--- src/rtl/hif_pkg.sv ---
package hif_pkg;
  typedef logic [1:0] bank_t;

  localparam logic [3:0]  OFF_BANK      = 4'd14;
  localparam logic [3:0]  OFF_ID        = 4'd15;
  localparam logic [7:0]  ID_BYTE       = 8'h33;
  localparam logic [7:0]  REV_BYTE      = 8'h91;
  localparam logic [7:0]  MGMT_BYTE     = 8'h30;
  localparam logic [7:0]  PHY_STAT_HI   = 8'h40;
  localparam logic [7:0]  ACK_MASK      = 8'hD6;
  localparam logic [7:0]  ST_RESET      = 8'h04;
  localparam logic [7:0]  PTR_HI_MASK   = 8'hF7;
  localparam logic [7:0]  CTL_LO_MASK   = 8'hFC;
  localparam int unsigned TXE_BIT       = 2;
  localparam int unsigned ST_W          = 8;
  localparam logic [15:0] CFG_RESET     = 16'hA0B1;
  localparam logic [15:0] CTL_RESET     = 16'h1210;
  localparam logic [4:0]  ERX_RESET     = 5'h1F;
  localparam int unsigned PTR_RXSEL_BIT = 15;
  localparam int unsigned PTR_AUTO_BIT  = 14;
  localparam int unsigned SRST_BIT      = 7;
endpackage

--- src/rtl/hif_bank_regs.sv ---
module hif_bank_regs
  import hif_pkg::*;
(
  input  logic        clk,
  input  logic        rst_n,
  input  logic        wr_en,
  input  logic [3:0]  off,
  input  logic [7:0]  wdata,
  output bank_t       bank_q,
  output logic [15:0] tcr_q,
  output logic [15:0] rcr_q,
  output logic [15:0] cfg_q,
  output logic [15:0] gpr_q,
  output logic [15:0] ctl_q,
  output logic [4:0]  erx_q,
  output logic        soft_rst
);
  bank_t       bank_d;
  logic [15:0] tcr_d, rcr_d, cfg_d, gpr_d, ctl_d;
  logic [4:0]  erx_d;

  assign soft_rst = wr_en && (bank_q == 2'd0) && (off == 4'd5) && wdata[SRST_BIT];

  always_comb begin
    bank_d = bank_q;
    tcr_d  = tcr_q;
    rcr_d  = rcr_q;
    cfg_d  = cfg_q;
    gpr_d  = gpr_q;
    ctl_d  = ctl_q;
    erx_d  = erx_q;
    if (off == OFF_BANK) begin
      bank_d = wdata[1:0];
    end else if (off != OFF_ID) begin
      unique case (bank_q)
        2'd0: begin
          case (off)
            4'd0: tcr_d[7:0]  = wdata;
            4'd1: tcr_d[15:8] = wdata;
            4'd4: rcr_d[7:0]  = wdata;
            4'd5: rcr_d[15:8] = wdata;
            default: ;
          endcase
        end
        2'd1: begin
          case (off)
            4'd0:  cfg_d[7:0]  = wdata;
            4'd1:  cfg_d[15:8] = wdata;
            4'd10: gpr_d[7:0]  = wdata;
            4'd11: gpr_d[15:8] = wdata;
            4'd12: ctl_d[7:0]  = wdata & CTL_LO_MASK;
            4'd13: ctl_d[15:8] = wdata;
            default: ;
          endcase
        end
        2'd3: begin
          if (off == 4'd12) erx_d = wdata[4:0];
        end
        default: ;
      endcase
    end
    if (soft_rst) begin
      bank_d = '0;
      tcr_d  = '0;
      rcr_d  = '0;
      cfg_d  = CFG_RESET;
      ctl_d  = CTL_RESET;
      erx_d  = ERX_RESET;
    end
  end

  always_ff @(posedge clk or negedge rst_n) begin
    if (!rst_n) begin
      bank_q <= '0;
      tcr_q  <= '0;
      rcr_q  <= '0;
      cfg_q  <= CFG_RESET;
      gpr_q  <= '0;
      ctl_q  <= CTL_RESET;
      erx_q  <= ERX_RESET;
    end else if (wr_en) begin
      bank_q <= bank_d;
      tcr_q  <= tcr_d;
      rcr_q  <= rcr_d;
      cfg_q  <= cfg_d;
      gpr_q  <= gpr_d;
      ctl_q  <= ctl_d;
      erx_q  <= erx_d;
    end
  end
endmodule

--- src/rtl/hif_irq_ctrl.sv ---
module hif_irq_ctrl
  import hif_pkg::*;
(
  input  logic            clk,
  input  logic            rst_n,
  input  logic            soft_rst,
  input  logic            ack_we,
  input  logic [ST_W-1:0] ack_val,
  input  logic            mask_we,
  input  logic [ST_W-1:0] mask_val,
  input  logic [ST_W-1:0] ev_set,
  input  logic            tx_empty,
  output logic [ST_W-1:0] status_q,
  output logic [ST_W-1:0] mask_q,
  output logic            irq
);
  logic [ST_W-1:0] status_d;
  logic [ST_W-1:0] mask_d;
  logic            status_en;
  logic            mask_en;

  for (genvar i = 0; i < ST_W; i++) begin : g_bit
    logic ack_clr;
    logic lvl_set;
    if (ACK_MASK[i]) begin : g_clr
      assign ack_clr = ack_we & ack_val[i];
    end else begin : g_keep
      assign ack_clr = 1'b0;
    end
    if (i == TXE_BIT) begin : g_lvl
      assign lvl_set = tx_empty;
    end else begin : g_nolvl
      assign lvl_set = 1'b0;
    end
    assign status_d[i] = soft_rst ? ST_RESET[i]
                                  : ((status_q[i] & ~ack_clr) | ev_set[i] | lvl_set);
  end

  assign status_en = soft_rst | ack_we | (|ev_set) | tx_empty;
  assign mask_d    = soft_rst ? '0 : mask_val;
  assign mask_en   = soft_rst | mask_we;

  always_ff @(posedge clk or negedge rst_n) begin
    if (!rst_n) begin
      status_q <= ST_RESET;
    end else if (status_en) begin
      status_q <= status_d;
    end
  end

  always_ff @(posedge clk or negedge rst_n) begin
    if (!rst_n) begin
      mask_q <= '0;
    end else if (mask_en) begin
      mask_q <= mask_d;
    end
  end

  assign irq = |(status_q & mask_q);
endmodule

--- src/rtl/hif_buf_window.sv ---
module hif_buf_window
  import hif_pkg::*;
#(
  parameter  int unsigned PAGE_AW  = 11,
  parameter  int unsigned PAGE_CNT = 4,
  localparam int unsigned PG_W     = (PAGE_CNT > 1) ? $clog2(PAGE_CNT) : 1,
  localparam int unsigned BUF_AW   = PG_W + PAGE_AW
)(
  input  logic              clk,
  input  logic              rst_n,
  input  logic              soft_rst,
  input  logic              ptr_lo_we,
  input  logic              ptr_hi_we,
  input  logic [7:0]        wdata,
  input  logic              win_acc,
  input  logic [1:0]        lane,
  input  logic [PG_W-1:0]   rx_head_page,
  input  logic [PG_W-1:0]   pkt_page,
  output logic [15:0]       ptr_q,
  output logic [BUF_AW-1:0] buf_addr
);
  logic [15:0]        ptr_d;
  logic               ptr_en;
  logic               auto_inc;
  logic [PAGE_AW-1:0] base;
  logic [PAGE_AW-1:0] byte_addr;
  logic [PG_W-1:0]    page;

  assign auto_inc  = ptr_q[PTR_AUTO_BIT];
  assign base      = ptr_q[PAGE_AW-1:0];
  assign byte_addr = auto_inc ? base : (base + PAGE_AW'(lane));
  assign page      = ptr_q[PTR_RXSEL_BIT] ? rx_head_page : pkt_page;
  assign buf_addr  = {page, byte_addr};

  always_comb begin
    ptr_d = ptr_q;
    if (ptr_lo_we) ptr_d[7:0]  = wdata;
    if (ptr_hi_we) ptr_d[15:8] = wdata;
    if (win_acc && auto_inc) ptr_d[PAGE_AW-1:0] = base + 1'b1;
    if (soft_rst) ptr_d = '0;
  end

  assign ptr_en = soft_rst | ptr_lo_we | ptr_hi_we | (win_acc & auto_inc);

  always_ff @(posedge clk or negedge rst_n) begin
    if (!rst_n) begin
      ptr_q <= '0;
    end else if (ptr_en) begin
      ptr_q <= ptr_d;
    end
  end
endmodule

--- src/rtl/hif_reg_window.sv ---
module hif_reg_window
  import hif_pkg::*;
#(
  parameter  int unsigned PAGE_AW  = 11,
  parameter  int unsigned PAGE_CNT = 4,
  localparam int unsigned PG_W     = (PAGE_CNT > 1) ? $clog2(PAGE_CNT) : 1,
  localparam int unsigned BUF_AW   = PG_W + PAGE_AW
)(
  input  logic              clk,
  input  logic              rst_n,
  input  logic [3:0]        host_addr,
  input  logic [7:0]        host_wdata,
  input  logic              host_rd,
  input  logic              host_wr,
  input  logic [7:0]        ev_set,
  input  logic              tx_empty,
  input  logic [PG_W-1:0]   rx_head_page,
  input  logic [PG_W-1:0]   pkt_num,
  output logic [BUF_AW-1:0] buf_addr,
  output logic              buf_we,
  output logic [7:0]        buf_wdata,
  input  logic [7:0]        buf_rdata,
  output logic [7:0]        host_rdata,
  output logic              irq
);
  bank_t       bank_q;
  logic [15:0] tcr_q, rcr_q, cfg_q, gpr_q, ctl_q, ptr_q;
  logic [4:0]  erx_q;
  logic [7:0]  status_q, mask_q;
  logic        soft_rst;
  logic        rd_eff, in_b2, win_acc, ack_we, mask_we, ptr_lo_we, ptr_hi_we;
  logic [7:0]  rd_val;

  assign rd_eff    = host_rd & ~host_wr;
  assign in_b2     = (bank_q == 2'd2);
  assign win_acc   = (rd_eff | host_wr) & in_b2 & (host_addr[3:2] == 2'b10);
  assign ack_we    = host_wr & in_b2 & (host_addr == 4'd12);
  assign mask_we   = host_wr & in_b2 & (host_addr == 4'd13);
  assign ptr_lo_we = host_wr & in_b2 & (host_addr == 4'd6);
  assign ptr_hi_we = host_wr & in_b2 & (host_addr == 4'd7);
  assign buf_we    = host_wr & win_acc;
  assign buf_wdata = host_wdata;

  hif_bank_regs u_regs (
    .clk      (clk),
    .rst_n    (rst_n),
    .wr_en    (host_wr),
    .off      (host_addr),
    .wdata    (host_wdata),
    .bank_q   (bank_q),
    .tcr_q    (tcr_q),
    .rcr_q    (rcr_q),
    .cfg_q    (cfg_q),
    .gpr_q    (gpr_q),
    .ctl_q    (ctl_q),
    .erx_q    (erx_q),
    .soft_rst (soft_rst)
  );

  hif_irq_ctrl u_irq (
    .clk      (clk),
    .rst_n    (rst_n),
    .soft_rst (soft_rst),
    .ack_we   (ack_we),
    .ack_val  (host_wdata),
    .mask_we  (mask_we),
    .mask_val (host_wdata),
    .ev_set   (ev_set),
    .tx_empty (tx_empty),
    .status_q (status_q),
    .mask_q   (mask_q),
    .irq      (irq)
  );

  hif_buf_window #(
    .PAGE_AW  (PAGE_AW),
    .PAGE_CNT (PAGE_CNT)
  ) u_win (
    .clk          (clk),
    .rst_n        (rst_n),
    .soft_rst     (soft_rst),
    .ptr_lo_we    (ptr_lo_we),
    .ptr_hi_we    (ptr_hi_we),
    .wdata        (host_wdata),
    .win_acc      (win_acc),
    .lane         (host_addr[1:0]),
    .rx_head_page (rx_head_page),
    .pkt_page     (pkt_num),
    .ptr_q        (ptr_q),
    .buf_addr     (buf_addr)
  );

  always_comb begin
    rd_val = '0;
    if (host_addr == OFF_BANK) begin
      rd_val = {6'b0, bank_q};
    end else if (host_addr == OFF_ID) begin
      rd_val = ID_BYTE;
    end else begin
      unique case (bank_q)
        2'd0: begin
          case (host_addr)
            4'd0: rd_val = tcr_q[7:0];
            4'd1: rd_val = tcr_q[15:8];
            4'd3: rd_val = PHY_STAT_HI;
            4'd4: rd_val = rcr_q[7:0];
            4'd5: rd_val = rcr_q[15:8];
            4'd9: rd_val = 8'(PAGE_CNT);
            default: rd_val = '0;
          endcase
        end
        2'd1: begin
          case (host_addr)
            4'd0:  rd_val = cfg_q[7:0];
            4'd1:  rd_val = cfg_q[15:8];
            4'd10: rd_val = gpr_q[7:0];
            4'd11: rd_val = gpr_q[15:8];
            4'd12: rd_val = ctl_q[7:0];
            4'd13: rd_val = ctl_q[15:8];
            default: rd_val = '0;
          endcase
        end
        2'd2: begin
          case (host_addr)
            4'd2:  rd_val = 8'(pkt_num);
            4'd6:  rd_val = ptr_q[7:0];
            4'd7:  rd_val = ptr_q[15:8] & PTR_HI_MASK;
            4'd8, 4'd9, 4'd10, 4'd11: rd_val = buf_rdata;
            4'd12: rd_val = status_q;
            4'd13: rd_val = mask_q;
            default: rd_val = '0;
          endcase
        end
        default: begin
          case (host_addr)
            4'd8:  rd_val = MGMT_BYTE;
            4'd9:  rd_val = ID_BYTE;
            4'd10: rd_val = REV_BYTE;
            4'd11: rd_val = ID_BYTE;
            4'd12: rd_val = {3'b0, erx_q};
            default: rd_val = '0;
          endcase
        end
      endcase
    end
  end

  always_ff @(posedge clk or negedge rst_n) begin
    if (!rst_n) begin
      host_rdata <= '0;
    end else if (rd_eff) begin
      host_rdata <= rd_val;
    end
  end
endmodule

--- config.mk ---
export PLATFORM = sky130hd
export DESIGN_NAME = hif_reg_window
export DESIGN_NICKNAME = d
export VERILOG_FILES = /design/src/rtl/hif_pkg.sv /design/src/rtl/hif_bank_regs.sv /design/src/rtl/hif_irq_ctrl.sv /design/src/rtl/hif_buf_window.sv /design/src/rtl/hif_reg_window.sv
export SDC_FILE = /design/constraint.sdc
export NUM_CORES = 1
export LEC_CHECK = 0
export BUFFER_PORTS_ARGS = -buffer_cell sky130_fd_sc_hd__buf_2
export CAP_MARGIN = 20
export CORE_MARGIN = 4
export CORE_UTILIZATION = 60
export CTS_CLUSTER_SIZE = 24
export DETAILED_ROUTE_END_ITERATION = 10
export GPL_ROUTABILITY_DRIVEN = 1
export PLACE_DENSITY = 0.81
export SLEW_MARGIN = 0
export SYNTH_ARGS = -nofsm -noshare
export SYNTH_HDL_FRONTEND = slang
export SYNTH_SLANG_ARGS = --single-unit
export TNS_END_PERCENT = 30
--- constraint.sdc ---
create_clock -name clk -period 2.6 [get_ports clk]
set_clock_uncertainty 0.05 [all_clocks]
set_input_delay 0.13 -clock clk [delete_from_list [all_inputs] [get_ports clk]]
set_output_delay 0.13 -clock clk [all_outputs]
set_load 0.01 [all_outputs]
==> qor.yml, run 1 <==
grt:
  grt_antenna_before_repair: 2
  grt_max_degree: 71
  grt-ovfl-total: 0
  track_usage: 0.355
  grt_pass1_vias: 6168
  grt_pass1_wl_um: 35500
drt:
  dr_total_vias: 6356
  drc_errors: 0
  firstDrtPassIters: 6
  wl_per_cell_um: 24.9
  finalWirelength_um: 23400
  ant_nets: 0
  via_per_inst: 6.78
  detail_route.iter0.violations: 974
sta:
  finalHoldViolCount: 0
  setup_viol: 0
  fin_crit_sh: 0.989
  drv_slew: 0
  fin_ws_ns: 0.0287
  max_slew_margin: 0.457
  fmax_mhz: 389
  tightest_slew_ns: 0.814
  min_period_ns: 2.57
clock_network:
  clk_pin_slew_ns: 0.06
  h-tree-depth: 4
  clk_path_buf_depth: 2
  cts_num_sinks: 124
  cts-root-buf: "clkbuf_16"
  cts_tree: "built"
  numCtsBuffers: 17
  clock_latency_ns: 0.43
yosys:
  yosys_warnings: 0
  yosysUniqueCellTypes: 78
  async_reset_ff_frac: 1.00
  syn_area_per_cell_sq_um: 9.98
  synth_seq_cells: 124
  synth_seq_area_share: 0.443
  synth_edf_count: 0
  syn_area_sq_um: 7050
  syn_inst: 706
  syn_nets: 747
  ys.flop_type: "dfrtp_1"
layout:
  final_cell_area_sq_um: 8200
  areaGrowthSynthToFinish_pct: 16.4
  fin_cells: 937
  final_util: 0.715
  drive_gt1_frac: 0.289
  nets: 821
power_and_ir_drop:
  p_leak_nw: 3.61
  power_mw: 6.83
  power_density_nw_per_um2: 833
  ir_worst_vdd_mv: 0.887
floorplan:
  start_util: 0.615
  io_pins: 68
  rows: 39
  core_region_area_sq_um: 11500
  die_w_um: 116
  dieArea_sq_um: 13500
  die_height_um: 116
setup_path:
  r2r-start: "u_regs.bank_q[0]"
  r2r-end: "u_irq.status_q[2]"
  end_kind: "output pin"
  arrival_ns: 2.39
  crit_required_ns: 2.42
  cp_slowest_cell: "dfrtp_2"
  slowest_delay_ns: 0.40
  cp_cell_sequence: "ha_1 > inv_1 > fa_1 > nor2_1 > nand2_1 > nor3_2 > xor2_1 > buf_2"
  r2r_cells: 5
  rrSetupSlack_ns: 0.14
  crit_start: "u_win.ptr_q[0]"
  path_max_fanout: 4
  startpoint_type: "register"
  critPathKind: "register to output pin"
worst_hold_path:
  min_path_cells: 2
  holdPathEnd: "u_irq.status_q[7]"
  hp-class: "primary input to register"
  min_from: "host_wdata[7]"
place:
  dp_slack_ns: 0.336
  port_buffers: 67
  dpl.cell_count: 891
  postPlaceCellArea_sq_um: 7480
  detailed_place_hpwl_um: 16100
  place_congestion: 0.984
outcome:
  status: "complete, no violations"
run:
  drv_cap: 0
-- how the worst max path moves through the flow --
stage               slack, ns         endpoint  depth (start not counted)
floorplan                0.69     buf_addr[10]                          7
global placement         0.32    host_rdata[2]                          7
detailed placement       0.34  u_regs.gpr_q[6]                          4
CTS                      0.06     buf_addr[10]                          8
global route            -0.09     buf_addr[10]                          8
finish                   0.03     buf_addr[10]                          8
-- cell type report --
class,instances,area [sq um]
Timing Repair Buffer,111,706
Multi-Input combinational cell,513,3560
Fill cell,825,3270
Inverter,13,48.8
Clock buffer,19,443
Sequential cell,124,3130
Antenna cell,1,2.50
Tap cell,143,179
Clock inverter,13,140
-- metrics by stage --
step | hold WS (ns) | TNS (ns)
global placement | 0.0224 | 0
global route | 0.0858 | -0.0887
CTS | 0.0506 | 0
floorplan | -0.216 | 0
detailed placement | 0.0294 | 0
finish | 0.0645 | 0
-- worst max-delay path, delay by kind of cell, from the launching register on --
family | cells | cell delay [ns]
buf+inv | 2 | 0.22
fa+ha+maj | 2 | 0.60
flops | 1 | 0.40
simple gates | 3 | 0.61
xor+xnor | 1 | 0.16
-- timing repair --
item                                   in CTS  in global routing
cloned                                      0                  0
setup endpoints to repair                   1                  2
hold buffers                               10                  0
pin swaps                                   0                  0
endpoints found under the hold margin      32                  0
buffers inserted                            0                  3
gates resized for setup                     1                  3
-- logic make-up after synthesis --
| group | after synthesis | synth area share |
|---|---|---|
| and+or+nand+nor | 236 | 0.170 |
| AOI/OAI and AO/OA | 180 | 0.176 |
| DFF | 124 | 0.443 |
| muxes | 83 | 0.136 |
| buffers and inverters | 69 | 0.0531 |
| xor gates and xnor gates | 9 | 0.0112 |
| adders and majority gates | 5 | 0.00959 |
-- cell usage after synthesis, types with 7 or more instances --
cell type / instances / share of area
dfrtp_1: 109 / 0.39
nand2_1: 92 / 0.049
mux2_2: 54 / 0.086
nor2_1: 46 / 0.025
o21ai_0: 46 / 0.033
a21oi_1: 28 / 0.020
buf_2: 26 / 0.018
mux2i_1: 24 / 0.034
buf_4: 16 / 0.017
dfstp_2: 15 / 0.056
inv_1: 12 / 0.0064
nand3_1: 12 / 0.0085
nor3_1: 12 / 0.0085
a32oi_1: 11 / 0.014
and2_1: 11 / 0.0098
and3_1: 11 / 0.0098
clkbuf_1: 11 / 0.0059
a22oi_1: 10 / 0.011
o31ai_1: 10 / 0.011
nor2b_1: 9 / 0.0080
a211oi_1: 8 / 0.0085
a221oi_1: 7 / 0.0087
o21ai_1: 7 / 0.0050
o22ai_1: 7 / 0.0062
-- sequential cells by signal (all words and copies together), names as in the netlist, 14 cells and up --
signal and flops:
u_regs.rcr_q 16, u_regs.gpr_q 16, u_regs.tcr_q 16, u_regs.cfg_q 16, u_win.ptr_q 15, u_regs.ctl_q 14
-- layer usage --
layer / track usage / up-vias / share of wire
met5: 0 / - / 0.00056
met4: 0.168 / 2 / 0.044
met3: 0.102 / 82 / 0.10
met2: 0.540 / 438 / 0.46
met1: 0.470 / 3101 / 0.40
li1: - / 2733 / -
-- where the power goes --
part	leakage, nW	internal [mW]	switching, mW	total (mW)
clock	0.287	1.44	0.911	2.35
sequential	1.53	2.46	0.470	2.93
combinational	1.79	0.719	0.840	1.56
-- cells in the final DEF (no fill, tap or decap), types with 7 or more instances in the layout --
cell	synthesis	layout
a211oi_1	8	8
a21oi_1	28	28
a221oi_1	7	7
a22oi_1	10	10
a32oi_1	11	11
and2_1	11	11
and3_1	11	11
buf_2	26	66
buf_4	16	34
clkbuf_16	0	17
dfrtp_1	109	106
dfstp_2	15	15
dlygate4sd3_1	0	10
inv_1	12	12
mux2_2	54	54
mux2i_1	24	24
nand2_1	92	92
nand3_1	12	12
nor2_1	46	46
nor2b_1	9	9
nor3_1	12	11
o21ai_0	46	46
o21ai_1	7	7
o22ai_1	7	7
o31ai_1	10	10
No activity file was read; power rests on OpenSTA's default activity.
==> inputs of run 2 (changes only) <==
==> constraint.sdc (replaced) <==
create_clock -name clk -period 2.6 [get_ports clk]
set_clock_uncertainty 0.05 [all_clocks]
set_input_delay 0.52 -clock clk [delete_from_list [all_inputs] [get_ports clk]]
set_output_delay 0.52 -clock clk [all_outputs]
set_load 0.01 [all_outputs]
==> qor.yml, run 2 (synthesized netlist as in run 1, its figures left out) <==
setup_path:
  path_max_fanout: 7  # was 4
  end_kind: "output pin"  # unchanged
  r2r-end: "u_irq.mask_q[6]"  # was u_irq.status_q[2]
  crit_required_ns: 2.03  # was 2.42 ns
  rrSetupSlack_ns: 0.44  # was 0.14 ns
  startpoint_type: "register"  # unchanged
  r2r-start: "u_regs.bank_q[0]"  # unchanged
  critPathKind: "register to output pin"  # unchanged
  arrival_ns: 2.00  # was 2.39 ns
  r2r_cells: 5  # unchanged
clock_network:
  cts_hold_buf: 0  # was 10
  cts-root-buf: "clkbuf_16"  # unchanged
  cts_tree: "built"  # unchanged
  h-tree-depth: 4  # unchanged
  clk_path_buf_depth: 2  # unchanged
  clk_pin_slew_ns: 0.06  # about the same
  numCtsBuffers: 17  # unchanged
  cts_num_sinks: 124  # unchanged
  post_cts_buffers: 0  # unchanged
  clock_latency_ns: 0.42  # was 0.43 ns
floorplan:
  core_region_area_sq_um: 11500  # unchanged
  rows: 39  # unchanged
  die_height_um: 116  # unchanged
  die_w_um: 116  # unchanged
  io_pins: 68  # unchanged
  start_util: 0.615  # unchanged
  dieArea_sq_um: 13500  # unchanged
sta:
  fin_crit_sh: 0.987  # was 0.989
  drv_slew: 0  # unchanged
  min_period_ns: 2.57  # about the same
  fmax_mhz: 390  # was 389 MHz
  max_slew_margin: 0.570  # was 0.457
  tightest_slew_ns: 0.642  # was 0.814 ns
  setup_viol: 0  # unchanged
  finalHoldViolCount: 0  # unchanged
  rsz0062_at_grt: "true"
  fin_ws_ns: 0.0341  # was 0.0287 ns
drt:
  wl_per_cell_um: 25.1  # was 24.9 um
  detail_route.iter0.violations: 869  # was 974
  drc_errors: 1  # was 0
  finalWirelength_um: 23900  # was 23400 um
  highest-signal-layer: "met4"  # was met5
  wl_met2_um: 11100  # was 10600 um
  dr_total_vias: 6380  # was 6356
  firstDrtPassIters: 9  # was 6
  ant_nets: 0  # unchanged
  wl_met1_um: 9300  # was 9330 um
  routed-wl-met3_um: 2690  # was 2370 um
  via_per_inst: 6.69  # was 6.78
grt:
  grt_antenna_before_repair: 1  # was 2
  track_usage: 0.367  # was 0.355
  grt_max_degree: 46  # was 71
  grt_pass1_vias: 6293  # was 6168
  grt_pass1_wl_um: 36700  # was 35500 um
  grt-ovfl-total: 0  # unchanged
outcome:
  violations: "DRC"
  status: "complete, but fails checks"  # was complete, no violations
layout:
  final_cell_area_sq_um: 8450  # was 8200 sq um
  fin_cells: 953  # was 937
  areaGrowthSynthToFinish_pct: 19.9  # was 16.4%
  final_common_cell: "dfrtp_1"  # unchanged
  nets: 838  # was 821
  final_cell_mix: "108 x dfrtp_1, 91 x nand2_1, 66 x buf_2"  # was 106 x dfrtp_1, 92 x nand2_1, 66 x buf_2
  final_util: 0.737  # was 0.715
  drive_gt1_frac: 0.319  # was 0.289
  num_antenna_cells: 0  # was 1
power_and_ir_drop:
  power_mw: 7.22  # was 6.83 mW
  power_density_nw_per_um2: 854  # was 833 nW/um^2
  ir_worst_vdd_mv: 0.719  # was 0.887 mV
  p_leak_nw: 3.76  # was 3.61 nW
place:
  place_congestion: 0.975  # was 0.984
  dpl.cell_count: 921  # was 891
  port_buffers: 67  # unchanged
  postPlaceCellArea_sq_um: 7760  # was 7480 sq um
  detailed_place_hpwl_um: 17100  # was 16100 um
  dp_slack_ns: -0.00631  # was 0.336 ns
worst_hold_path:
  hp-class: "primary input to asynchronous set/reset pin"  # was primary input to register
run:
  drv_cap: 0  # unchanged
-- run 2: cell types whose count changed in the layout (fill, tap and decap cells not counted), sizes merged --
cell,change
buf,+27
bufinv,+3
clkbuf,+1
clkinv,-6
clkinvlp,+1
diode,-1
dlygate4sd3,-10
inv,+1
-- run 2: how the worst max path moves through the flow --
stage / from / to / slack [ns] / cells after the start
global route: u_win.ptr_q[0] / buf_addr[10] / -0.11 / 8
finish: u_win.ptr_q[1] / buf_addr[8] / 0.03 / 7
global placement: host_addr[0] / buf_addr[10] / 0.01 / 9
CTS: u_win.ptr_q[0] / buf_addr[10] / 0.02 / 8
detailed placement: host_addr[0] / buf_addr[10] / -0.006 / 9
floorplan: host_addr[1] / buf_addr[10] / 0.06 / 8
-- run 2: worst max-delay path: stages (launching register included) --
cell	delay (ns)
dfrtp_2	0.44
inv_1	0.10
fa_2	0.39
nor2_4	0.11
nand2_2	0.10
nor2_2	0.13
xor2_1	0.15
buf_2	0.15
-- run 2: per-stage QoR --
stage	hold WS (ns)	setup TNS (ns)
after floorplan	0.174	0
after global placement	0.402	0
after detailed placement	0.414	-0.00631
after CTS	0.0110	0
after global routing	0.0254	-0.448
final	0.00427	0
-- run 2: cell type report --
| type | instances | area, sq um |
|---|---|---|
| Clock buffer | 20 | 457 |
| Sequential cell | 124 | 3120 |
| Clock inverter | 12 | 209 |
| Fill cell | 803 | 3020 |
| Multi-Input combinational cell | 513 | 3580 |
| Timing Repair Buffer | 128 | 858 |
| Inverter | 13 | 48.8 |
| Tap cell | 143 | 179 |
-- run 2: metal layers --
metal	global-route usage	vias to the layer above
li1	-	2774
met1	0.486	3125
met2	0.583	411
met3	0.104	70
met4	0.127	0
met5	0	-
-- run 2: where the power goes --
group          internal (mW)  switching (mW)
sequential              2.45           0.438
combinational          0.745           0.905
clock                   1.76           0.912
-- run 2: repair_timing --
item / CTS / global route
pin swaps: 3 / 0
resized for setup: 6 / 2
setup endpoints to repair: 3 / 5
